## src/rtl/scl_gen_pkg.sv

```systemverilog
package scl_gen_pkg;

    localparam int BAUD_W  = 16;
    localparam int SETUP_W = 16;
    localparam int LEN_W   = BAUD_W + 1;

    typedef enum logic [1:0] {
        SPD_STD   = 2'd0,
        SPD_FAST  = 2'd1,
        SPD_FPLUS = 2'd2,
        SPD_HIGH  = 2'd3
    } spd_code_e;

    typedef enum logic [1:0] {
        PH_IDLE = 2'd0,
        PH_LOW  = 2'd1,
        PH_WAIT = 2'd2,
        PH_HIGH = 2'd3
    } scl_phase_e;

    typedef struct packed {
        logic [LEN_W-1:0] low_len;
        logic [LEN_W-1:0] high_len;
    } scl_period_t;

    function automatic logic [BAUD_W-1:0] baud_floor(input logic [BAUD_W-1:0] b);
        return (b == '0) ? BAUD_W'(1) : b;
    endfunction

    function automatic logic uses_long_low(input logic [1:0] code);
        return spd_code_e'(code) == SPD_FAST;
    endfunction

endpackage

```

## src/rtl/scl_period_calc.sv

```systemverilog
module scl_period_calc
    import scl_gen_pkg::*;
(
    input  logic [1:0]        speed_mode,
    input  logic [BAUD_W-1:0] baud_count,
    output scl_period_t       period
);
    logic [BAUD_W-1:0] unit;

    always_comb begin
        unit            = baud_floor(baud_count);
        period.high_len = {1'b0, unit};
        if (uses_long_low(speed_mode))
            period.low_len = {unit, 1'b0};
        else
            period.low_len = {1'b0, unit};
    end
endmodule

```

## src/rtl/scl_setup_timer.sv

```systemverilog
module scl_setup_timer
    import scl_gen_pkg::*;
(
    input  logic               clk,
    input  logic               rst,
    input  logic               clear,
    input  logic               arm,
    input  logic [SETUP_W-1:0] setup_val,
    output logic               expired
);
    logic [SETUP_W-1:0] remain;

    always_ff @(posedge clk) begin
        if (rst || clear)
            remain <= '0;
        else if (arm)
            remain <= setup_val;
        else if (remain != '0)
            remain <= remain - SETUP_W'(1);
    end

    assign expired = (remain == '0);
endmodule

```

## src/rtl/scl_strobe_gen.sv

```systemverilog
module scl_strobe_gen
    import scl_gen_pkg::*;
(
    input  logic             clk,
    input  logic             rst,
    input  scl_phase_e       phase,
    input  logic [LEN_W-1:0] count,
    input  scl_period_t      period,
    input  logic             setup_done,
    output logic             sample_stb,
    output logic             change_stb
);
    logic change_taken;

    always_comb begin
        sample_stb = (phase == PH_HIGH) && (count == (period.high_len >> 1));
        change_stb = (phase == PH_LOW) && !change_taken &&
                     (setup_done || (count == period.low_len - LEN_W'(1)));
    end

    always_ff @(posedge clk) begin
        if (rst || phase != PH_LOW)
            change_taken <= 1'b0;
        else if (change_stb)
            change_taken <= 1'b1;
    end
endmodule

```

## src/rtl/scl_timing_gen.sv

```systemverilog
module scl_timing_gen
    import scl_gen_pkg::*;
(
    input  logic               clk,
    input  logic               rst,
    input  logic               enable,
    input  logic [1:0]         speed_mode,
    input  logic [BAUD_W-1:0]  baud_count,
    input  logic [SETUP_W-1:0] setup_count,
    input  logic               scl_in,
    output logic               scl_pull_low,
    output logic               sample_stb,
    output logic               change_stb
);
    scl_period_t      period;
    scl_phase_e       phase;
    logic [LEN_W-1:0] count;
    logic             setup_done;
    logic             arm_setup;

    scl_period_calc u_period (
        .speed_mode (speed_mode),
        .baud_count (baud_count),
        .period     (period)
    );

    assign arm_setup = enable && (phase == PH_WAIT) && scl_in;

    scl_setup_timer u_setup (
        .clk       (clk),
        .rst       (rst),
        .clear     (!enable),
        .arm       (arm_setup),
        .setup_val (setup_count),
        .expired   (setup_done)
    );

    always_ff @(posedge clk) begin
        if (rst || !enable) begin
            phase <= PH_IDLE;
            count <= '0;
        end else begin
            case (phase)
                PH_IDLE: begin
                    phase <= PH_LOW;
                    count <= '0;
                end
                PH_LOW: begin
                    if (count == period.low_len - LEN_W'(1)) begin
                        phase <= PH_WAIT;
                        count <= '0;
                    end else begin
                        count <= count + LEN_W'(1);
                    end
                end
                PH_WAIT: begin
                    if (scl_in) begin
                        phase <= PH_HIGH;
                        count <= '0;
                    end
                end
                default: begin
                    if (count == period.high_len - LEN_W'(1)) begin
                        phase <= PH_LOW;
                        count <= '0;
                    end else begin
                        count <= count + LEN_W'(1);
                    end
                end
            endcase
        end
    end

    assign scl_pull_low = (phase == PH_LOW);

    scl_strobe_gen u_strobe (
        .clk        (clk),
        .rst        (rst),
        .phase      (phase),
        .count      (count),
        .period     (period),
        .setup_done (setup_done),
        .sample_stb (sample_stb),
        .change_stb (change_stb)
    );
endmodule

```

## config.mk

```make
export PLATFORM = sky130hd
export DESIGN_NAME = scl_timing_gen
export DESIGN_NICKNAME = d
export VERILOG_FILES = /design/src/rtl/scl_gen_pkg.sv /design/src/rtl/scl_period_calc.sv /design/src/rtl/scl_setup_timer.sv /design/src/rtl/scl_strobe_gen.sv /design/src/rtl/scl_timing_gen.sv
export SDC_FILE = /design/constraint.sdc
export NUM_CORES = 1
export LEC_CHECK = 0
export BUFFER_PORTS_ARGS = -buffer_cell sky130_fd_sc_hd__buf_2
export CAP_MARGIN = 20
export CORE_MARGIN = 4
export CORE_UTILIZATION = 55
export CTS_CLUSTER_SIZE = 28
export DETAILED_ROUTE_END_ITERATION = 12
export PLACE_DENSITY_LB_ADDON = 0.12
export RECOVER_POWER = 25
export SLEW_MARGIN = 20
export SYNTH_ARGS = -nofsm -noshare
export SYNTH_HDL_FRONTEND = slang
export SYNTH_SLANG_ARGS = --single-unit
```

## constraint.sdc

```tcl
create_clock -name clk -period 7.2 [get_ports clk]
set_clock_uncertainty 0.2 [all_clocks]
set_input_delay 1.44 -clock clk [delete_from_list [all_inputs] [get_ports clk]]
set_output_delay 1.44 -clock clk [all_outputs]
set_load 0.05 [all_outputs]
```

## Word-level counts from Yosys, hierarchy flattened

Index checks and enable logic that the tools add are counted.

- Equality and inequality tests: 10
- Add/subtract/negate cells: 4
- Reductions and logical operators: 17
- Mux-type cells: 12

Operator list:

| operator | count |
|---|---|
| two-way mux 17 bit | 4 |
| one-hot mux 17 bit (3 select lines) | 1 |
| two-way mux 16 bit | 3 |
| == test 17 bit | 2 |
| zero test 16 bit | 2 |
| adder 17 x 1 -> 17 bit, second input constant | 1 |
| == test 17 x 15 -> 1 bit | 1 |
| subtractor 16 x 1 -> 17 bit, second input constant | 1 |
| subtractor 17 x 1 -> 17 bit, second input constant | 1 |
| nonzero test 16 bit | 1 |
| subtractor 16 x 1 -> 16 bit, second input constant | 1 |
| two-way mux 2 bit | 3 |
| one-hot mux 2 bit (3 select lines) | 1 |
| logical AND 1 bit | 5 |
| == test 2 x 1 -> 1 bit, second input constant | 2 |
| == test 2 bit, second input constant | 2 |
| inequality test 2 x 1 -> 1 bit, second input constant | 2 |
| nonzero test 4 bit | 1 |
| logical OR 1 bit | 3 |
| AND reduction 3 bit | 1 |
| zero test 1 bit | 2 |
| zero test 2 bit | 1 |
| inequality test 2 bit, second input constant | 1 |
| nonzero test 2 bit | 1 |

- Output and inout port bits: 3
- Logic and storage cells: 47
- Bits of input ports: 38
- Register bits after elaboration: 36

## Longest topological paths before layout

Gate-level depths: netlist (run 1).

- Word-level depth: 7
- Depth in mapped cells: 17
- Mapped depth without buffers: 15

## Hierarchy

From an unflattened synthesis (run 1), not the netlist that was laid out.

- Cell total of the unflattened synthesis: 584
- Area, all modules: 4255.3 um^2

Modules (own cells, without submodules):

| module | seq. area each (um^2) | times used | area an instance (um^2) | cells each |
|---|---|---|---|---|
| scl_timing_gen | 380.4 | 1 | 2224.6 | 295 |
| scl_setup_timer | 320.3 | 1 | 902.1 | 110 |
| scl_strobe_gen | 20.0 | 1 | 802.0 | 105 |
| scl_period_calc | 0.0 | 1 | 326.6 | 74 |

## Worst setup path before layout (run 1)

OpenSTA, ideal clock, no wires.

- Path kind: in2out
- Start point: input port baud_count[12]
- End point: output port change_stb
- Buffers on the path: 1
- Required time: 5560 ps
- Arrival time: 5655 ps
- Slack: -95 ps
- Stages: 16
- Cells stage by stage: clkbuf_1 > nor4_4 > and4_1 > a21oi_1 > nor2_1 > a21oi_1 > ha_1 > or4b_2 > nor3_1 > o31ai_1 > xor2_1 > a311oi_1 > nand4b_1 > nor3_1 > nor2_1 > nor3_1

- Longest elaborated chain between the ends: 7

Ends and longest elaborated chain:

| element | line | source |
|---|---|---|
| start, declared | scl_timing_gen.sv:8 | `input logic [BAUD_W-1:0] baud_count,` |
| zero test 16 bit | scl_gen_pkg.sv:27 | `return (b == '0) ? BAUD_W'(1) : b;` |
| two-way mux 16 bit * | scl_gen_pkg.sv:27 |  |
| two-way mux 17 bit * | scl_period_calc.sv:13 | `if (uses_long_low(speed_mode))` |
| subtractor 17 x 1 -> 17 bit * | scl_strobe_gen.sv:18 | `(setup_done \|\| (count == period.low_len - LEN_W'(1)));` |
| == test 17 bit * | scl_strobe_gen.sv:18 |  |
| logical OR 1 bit * | scl_strobe_gen.sv:18 |  |
| logical AND 1 bit * | scl_strobe_gen.sv:17 | `change_stb = (phase == PH_LOW) && !change_taken &&` |
| end, declared | scl_timing_gen.sv:13 | `output logic change_stb` |

Mark *: on every way between the ends. The rest lies on a longest branch, timed or not.

## Worst setup path after layout (run 1)

- Start point: input port baud_count[4]
- End point: output port change_stb

Same word-level chain as after synthesis.

==> results of run 1 <==
[cell usage after synthesis (4+ instances only)]
library cell	n
dfxtp_1	36
nand2_1	57
or3_1	15
or4_1	4
nor2_1	44
a32o_1	10
a31oi_1	16
o21ai_0	23
o31ai_1	5
nand2b_1	5
a2111oi_0	4
inv_1	10
a21oi_1	29
nand4_1	9
xnor2_1	38
a22o_2	4
nor4_1	10
mux2i_1	11
clkbuf_1	29
a211o_1	4
or2_2	7
buf_4	4
nor3_1	36
o211ai_1	4
a211oi_1	17
xor2_1	22
buf_2	16
nand3_1	19
buf_1	5
and3_1	9
nor2b_1	4
ha_1	9
[cell type report]
| type | instances | area [µm²] |
|---|---|---|
| multi-input cells | 472 | 3152 |
| fillers | 718 | 2850 |
| flip-flops and latches | 36 | 720.7 |
| repair buffers | 54 | 300.3 |
| well taps | 99 | 123.9 |
| clock buffers | 6 | 72.57 |
| inverters | 10 | 37.54 |
| clock inverters | 2 | 35.03 |
[how the worst min path moves through the flow]
stage	startpoint	end	slack (ns)	depth (start not counted)
final	u_setup.remain[14]$_SDFFE_PP0P_	u_setup.remain[14]$_SDFFE_PP0P_	0.34	2
after global routing	u_setup.remain[14]$_SDFFE_PP0P_	u_setup.remain[14]$_SDFFE_PP0P_	0.36	2
after global placement	u_setup.remain[14]$_SDFFE_PP0P_	u_setup.remain[14]$_SDFFE_PP0P_	0.30	2
after floorplan	u_setup.remain[14]$_SDFFE_PP0P_	u_setup.remain[14]$_SDFFE_PP0P_	0.27	2
after detailed placement	u_setup.remain[14]$_SDFFE_PP0P_	u_setup.remain[14]$_SDFFE_PP0P_	0.33	2
after CTS	u_setup.remain[14]$_SDFFE_PP0P_	u_setup.remain[14]$_SDFFE_PP0P_	0.34	2
[worst max-delay path: cells and delay by family]
| family | cells | cell delay, ns |
|---|---|---|
| AO/OA/AOI/OAI | 4 | 0.88 |
| buffers and inverters | 2 | 0.54 |
| XOR/XNOR | 1 | 0.16 |
| AND/OR/NAND/NOR | 9 | 2.08 |
| adder cells (fa/ha/maj) | 1 | 0.22 |
[per-stage QoR]
| step | worst slack [ns] | power, mW |
|---|---|---|
| floorplan | 0.3282 | 0.7549 |
| global placement | 0.3826 | 0.8512 |
| detailed placement | 0.2898 | 0.8722 |
| CTS | 0.2676 | 1.057 |
| global route | 0.009875 | 1.148 |
| finish | 0.2247 | 1.054 |
[report_power, final]
part,internal (mW),switching (mW)
sequential,0.240,0.0389
combinational,0.260,0.338
clock,0.103,0.0744
[per-layer routing]
layer	vias up	GRT usage, %
li1	2141	-
met1	2020	35.33
met2	185	42.16
met3	25	2.390
met4	0	9.375
met5	-	0
[flip-flops by register name, summed over array words and instances (netlist names)]
signal / cells
count: 17
u_setup.remain: 16
phase: 2
u_strobe.change_taken: 1
[cell usage in the layout, fill, tap and decap left out, drive strengths merged, types with 3 or more instances in the layout]
cell | netlist | final
o211ai | 4 | 4
a22o | 4 | 4
o311ai | 3 | 3
or2 | 7 | 7
nand3 | 19 | 19
a31oi | 16 | 16
nand4b | 3 | 3
and2 | 4 | 4
nor2 | 44 | 44
o21ai | 23 | 23
clkbuf | 29 | 8
and4 | 3 | 3
a21oi | 30 | 30
a21o | 3 | 3
inv | 10 | 10
nand2 | 57 | 57
ha | 9 | 9
dfxtp | 36 | 36
or3 | 16 | 16
nor2b | 4 | 4
mux2 | 3 | 3
a32o | 10 | 10
xor2 | 22 | 22
a2111oi | 5 | 5
xnor2 | 38 | 38
and3 | 10 | 10
nor3 | 37 | 37
nand4 | 9 | 9
or4 | 5 | 5
o31ai | 6 | 6
a211o | 5 | 5
a211oi | 18 | 18
nor4 | 12 | 12
buf | 26 | 52
nand2b | 5 | 5
mux2i | 11 | 11
[cell families after synthesis]
family / Yosys count
buf+inv: 65
mux: 14
xor+xnor: 60
flops: 36
simple gates: 244
fa+ha+maj: 9
compound gates: 145
==> results_dict.tcl, run 1 <==
set metrics [dict create \
    synth_area_leaders "dfxtp_1 (17%), xnor2_1 (8.0%), nand2_1 (5.2%)" \
    grt-ovfl-total 0 \
    r2r_slack_ns 3.83 \
    setup_tns_ns 0 \
    clock.fmax_ghz 0.1434 \
    core_um2 7292 \
    synthFlopType "dfxtp_1" \
    avgRoutedWirePerCell_um 16.98 \
    drtIter0Drc 247 \
    num_rows 31 \
    hold_class "register to register" \
    cellPowerDensity_nw_per_um2 237.3 \
    cp_data_required_time_ns 5.56 \
    maxSlewViolCount 0 \
    ys_seq_area_share_pct 17.38 \
    cts_tree "built" \
    status "finished, final reports clean" \
    setup_viol 0 \
    synth_top_cell_by_area "dfxtp_1" \
    ant_nets 0 \
    period_share_pct 96.88 \
    place_congestion 0.9372 \
    cts_made_buffers 5 \
    timing_hold_violations_final 0 \
    synth_edf_count 0 \
    grt_first_pass_wirelength_mm 18.81 \
    peakVddDrop_mv 0.2873 \
    stdcell_area_um2 4442 \
    syn_avg_cell_area_um2 7.239 \
    path_cells "buf_2, nor3_1, and4_1, a21oi_1, nor2_1, a21oi_1, ha_1, or4b_2, nor3_1, o31ai_1, xor2_1, a311oi_1, nand4b_1, nor3_1, nor2_1, nor3_2, buf_2" \
    slew_headroom_pct 34.70 \
    period_needed_ns 6.975 \
    synth-seq-cells 36 \
    port_buffers 40 \
    routed_wl_mm 11.53 \
    grt_pass1_vias 3846 \
    cts_hold_buf 0 \
    die_width_um 94.84 \
    crit_top_cell "nor3_1" \
    n_antenna_cell 0 \
    yosysUniqueCellTypes 75 \
    cp-start-kind "input pin" \
    async_flop_share_pct 0 \
    max_cap_viol_count 0 \
    rsz0062_at_grt "no" \
    critPathArrivalTime_ns 5.34 \
    ctsResizeCount 0 \
    met3_length_um 662 \
    place_inst 671 \
    die-area_um2 8995 \
    synthXorXnorAreaFrac_pct 12.67 \
    r2r-end "u_setup.remain[7]$_SDFFE_PP0P_" \
    crit_start "baud_count[4]" \
    placed_cell_area_um2 4337 \
    htreeDepth 2 \
    topRoutingLayerUsed "met4" \
    synth_top_cell_area_share_pct 17.38 \
    reg2regPathDepth 11 \
    crit_type "input pin to output pin" \
    final_util_pct 60.91 \
    syn_to_final_growth_pct 7.089 \
    drc 0 \
    synth_warnings 0 \
    initial_core_util_pct 56.88 \
    hold_slack_ns 0.3353 \
    crit_fanout 13 \
    critical_path.endpoint "change_stb" \
    muxShareOfSynthArea_pct 3.469 \
    drive_gt1_share_pct 16.21 \
    synthAdderAreaFrac_pct 2.715 \
    via_count 4371 \
    fp.dieH_um 94.84 \
    post_cts_buffers 0 \
    clock-root-buffer "clkbuf_8" \
    synth-simple-area-share_pct 31.10 \
    wl_met2_mm 5.461 \
    drt-vias-per-instance 6.437 \
    grt_antenna_before_repair 0 \
    grtUsageTotal_pct 25.83 \
    ioPinCount 41 \
    synth_top_family_by_area "simple AND/OR/NAND/NOR gates" \
    slowest_delay_ns 0.62 \
    clockBufferDepth 2 \
    endpoint_kind "output pin" \
    synth_cells 573 \
    final_cell_count_no_fill 679 \
    routedLengthMet1_mm 5.084 \
    synth_area_um2 4148 \
    synth_compound_area_share_pct 25.76 \
    clkSinkCount 36 \
    drt_pass1_iterations 5 \
    r2r-start "u_setup.remain[0]$_SDFFE_PP0P_" \
    grt_max_degree 27 \
    worstSkewPairLatency_ns 0.29 \
    worst_pin_slew_ns 0.9774 \
    hpwl_mm 8.479 \
    clk_pin_slew_worst_paths_ns 0.07 \
    cp_slowest_cell "or4b_2" \
    power.leakage_nw 1.581 \
    synth_nets 620 \
    nets 626 \
]
Note: power is estimated with default switching activity, not from simulation.
==> run 2: changes to the inputs <==
Clock period 7.2 ns to 6.6 ns, I/O delays scaled along.
==> run 2 against run 1 <==
Compared with the run above:
- critical path depth is the same
- final cell count increased by 1.3%
- core utilization grew 1.1 points
- via count increased by 0.55%
- die area is the same
- critical path type unchanged
- largest cell class unchanged
- largest power group unchanged
- highest routed layer unchanged
==> results_dict.tcl, run 2 (synthesized netlist as in run 1, its figures left out) <==
set metrics [dict create \
    clock-root-buffer "clkbuf_8" \
    clockPowerShare_pct 16.7 \
    setup_tns_ns 0 \
    ioPinCount 41 \
    path_delay_family "simple AND/OR/NAND/NOR gates" \
    worst_pin_slew_ns 0.8909 \
    period_needed_ns 6.333 \
    worstSkewPairLatency_ns 0.28 \
    power.leakage_nw 1.616 \
    finalPower_mw 1.148 \
    p_sw_share_pct 42.87 \
    clkSinkCount 36 \
    drc 0 \
    routed_wl_mm 11.78 \
    status "finished, final reports clean" \
    crit_fanout 9 \
    critPathArrivalTime_ns 4.81 \
    slowest_delay_ns 0.65 \
    setup_viol 0 \
    grt_antenna_before_repair 0 \
    peakVddDrop_mv 0.3794 \
    seqPwrFrac_pct 26.4 \
    clockBufferDepth 2 \
    grt_max_degree 25 \
    path_cells "buf_2, nor4_4, and4_1, a21oi_2, nor2_1, a21oi_1, ha_1, or4b_2, nor3_2, o31ai_1, xor2_1, a311oi_1, nand4b_1, nor3_1, nor2_1, nor3_4, clkbuf_4" \
    final_cell_count_no_fill 688 \
    cts_tree "built" \
    crit_top_cell "nor2_1" \
    hold_class "register to register" \
    cp-start-kind "input pin" \
    place_inst 680 \
    cp_data_required_time_ns 5.08 \
    maxSlewViolCount 0 \
    grt_pass1_vias 4177 \
    ant_nets 0 \
    drt_pass1_iterations 5 \
    initial_core_util_pct 56.88 \
    crit_type "input pin to output pin" \
    n_antenna_cell 0 \
    port_buffers 40 \
    largest_reg_flops 17 \
    cts_made_buffers 5 \
    drive_gt1_share_pct 17.49 \
    endpoint_kind "output pin" \
    layout_commonest_cell "nand2_1" \
    place_congestion 0.9458 \
    grt-ovfl-total 0 \
    drtIter0Drc 237 \
    grt_first_pass_wirelength_mm 19.82 \
    mostFrequentLayoutCells "nand2_1 (57), nor2_1 (44), xnor2_1 (38)" \
    max_cap_viol_count 0 \
    power_frac_comb_pct 56.9 \
    internal_power_mw 0.6558 \
    grtUsageTotal_pct 27.15 \
    switching_power_mw 0.4922 \
    dp_slack_ns 0.1578 \
    slew_headroom_pct 40.49 \
    clk_pin_slew_worst_paths_ns 0.07 \
    final_util_pct 61.98 \
    layout_setup_ws_ns 0.2666 \
    nFillCells 718 \
    timing_hold_violations_final 0 \
    htreeDepth 2 \
    drt-vias-per-instance 6.388 \
    core_um2 7292 \
    num_rows 31 \
    cellPowerDensity_nw_per_um2 254.0 \
    hpwl_mm 8.752 \
    avgRoutedWirePerCell_um 17.13 \
    period_share_pct 95.96 \
    largest_register "count" \
    fp.dieH_um 94.84 \
    cp_slowest_cell "or4b_2" \
    critical_path_buf_inv_count 2 \
    nets 635 \
    via_count 4395 \
    syn_to_final_growth_pct 8.959 \
    die_width_um 94.84 \
    clock.fmax_ghz 0.1579 \
    largestRegisters "count (17), u_setup.remain (16), phase (2)" \
    die-area_um2 8995 \
]
## run 2: cell types whose count changed in the layout (fill, tap and decap cells not counted), sizes merged
| cell | delta |
|---|---|
| buf | +6 |
| clkbuf | +3 |
## run 2: worst register-to-register path: stages (launching register included)
cell and delay [ns]:
dfxtp_1 0.35, inv_1 0.07, ha_1 0.18, nand2_1 0.09, or3_1 0.35, or3_1 0.39
or3_1 0.42, nor4_1 0.36, clkbuf_1 0.49, nor4_1 0.13, xnor2_1 0.16, a211oi_1 0.23
## run 2: final timing paths
| path | startpoint | to | slack [ns] | depth (start not counted) |
|---|---|---|---|---|
| worst max-delay path | baud_count[10] | change_stb | 0.27 | 17 |
| worst min-delay path | u_setup.remain[14]$_SDFFE_PP0P_ | u_setup.remain[14]$_SDFFE_PP0P_ | 0.31 | 2 |
| worst max register to register | u_setup.remain[0]$_SDFFE_PP0P_ | u_setup.remain[3]$_SDFFE_PP0P_ | 3.12 | 11 |
| worst min register to register | u_setup.remain[14]$_SDFFE_PP0P_ | u_setup.remain[14]$_SDFFE_PP0P_ | 0.31 | 2 |
## run 2: area by class of cell
class                      count  area [µm²]  share of cell area [%]
sequential                    36       720.7                   15.95
timing repair buffer          63       365.4                   8.084
clock buffer                   6       72.57                   1.606
multi-input combinational    472        3164                   70.02
clock inverter                 2       35.03                  0.7752
inverter                      10       37.54                  0.8306
tap                           99       123.9                   2.741
## run 2: power by group through the flow
| stage | sequential [mW] | clock, mW | combinational (mW) |
|---|---|---|---|
| 3_3_place_gp | 0.307 | 0 | 0.649 |
| 6_report | 0.303 | 0.191 | 0.653 |
| 2_1_floorplan | 0.298 | 0 | 0.530 |
| 4_1_cts | 0.303 | 0.197 | 0.666 |
| 5_1_grt | 0.311 | 0.206 | 0.733 |
| 3_5_place_dp | 0.308 | 0 | 0.659 |
## run 2: routing by layer
layer	track usage, %	wire length [µm]	vias up
li1	-	-	2138
met1	36.14	5229	2067
met2	45.63	5608	166
met3	2.550	655	24
met4	9.495	291	0
met5	0	0	-
## run 2: timing repair
action,CTS,global route
buffers inserted,0,0
hold buffers,0,0
endpoints found under the setup margin,0,1
gates resized for setup,0,4
## run 2: metrics by stage
stage	hold WS [ns]	area, µm²
after floorplan	0.2749	4159
after global placement	0.3069	4413
after detailed placement	0.3163	4413
after CTS	0.3279	4521
after global routing	0.3451	4519
final	0.3099	4519
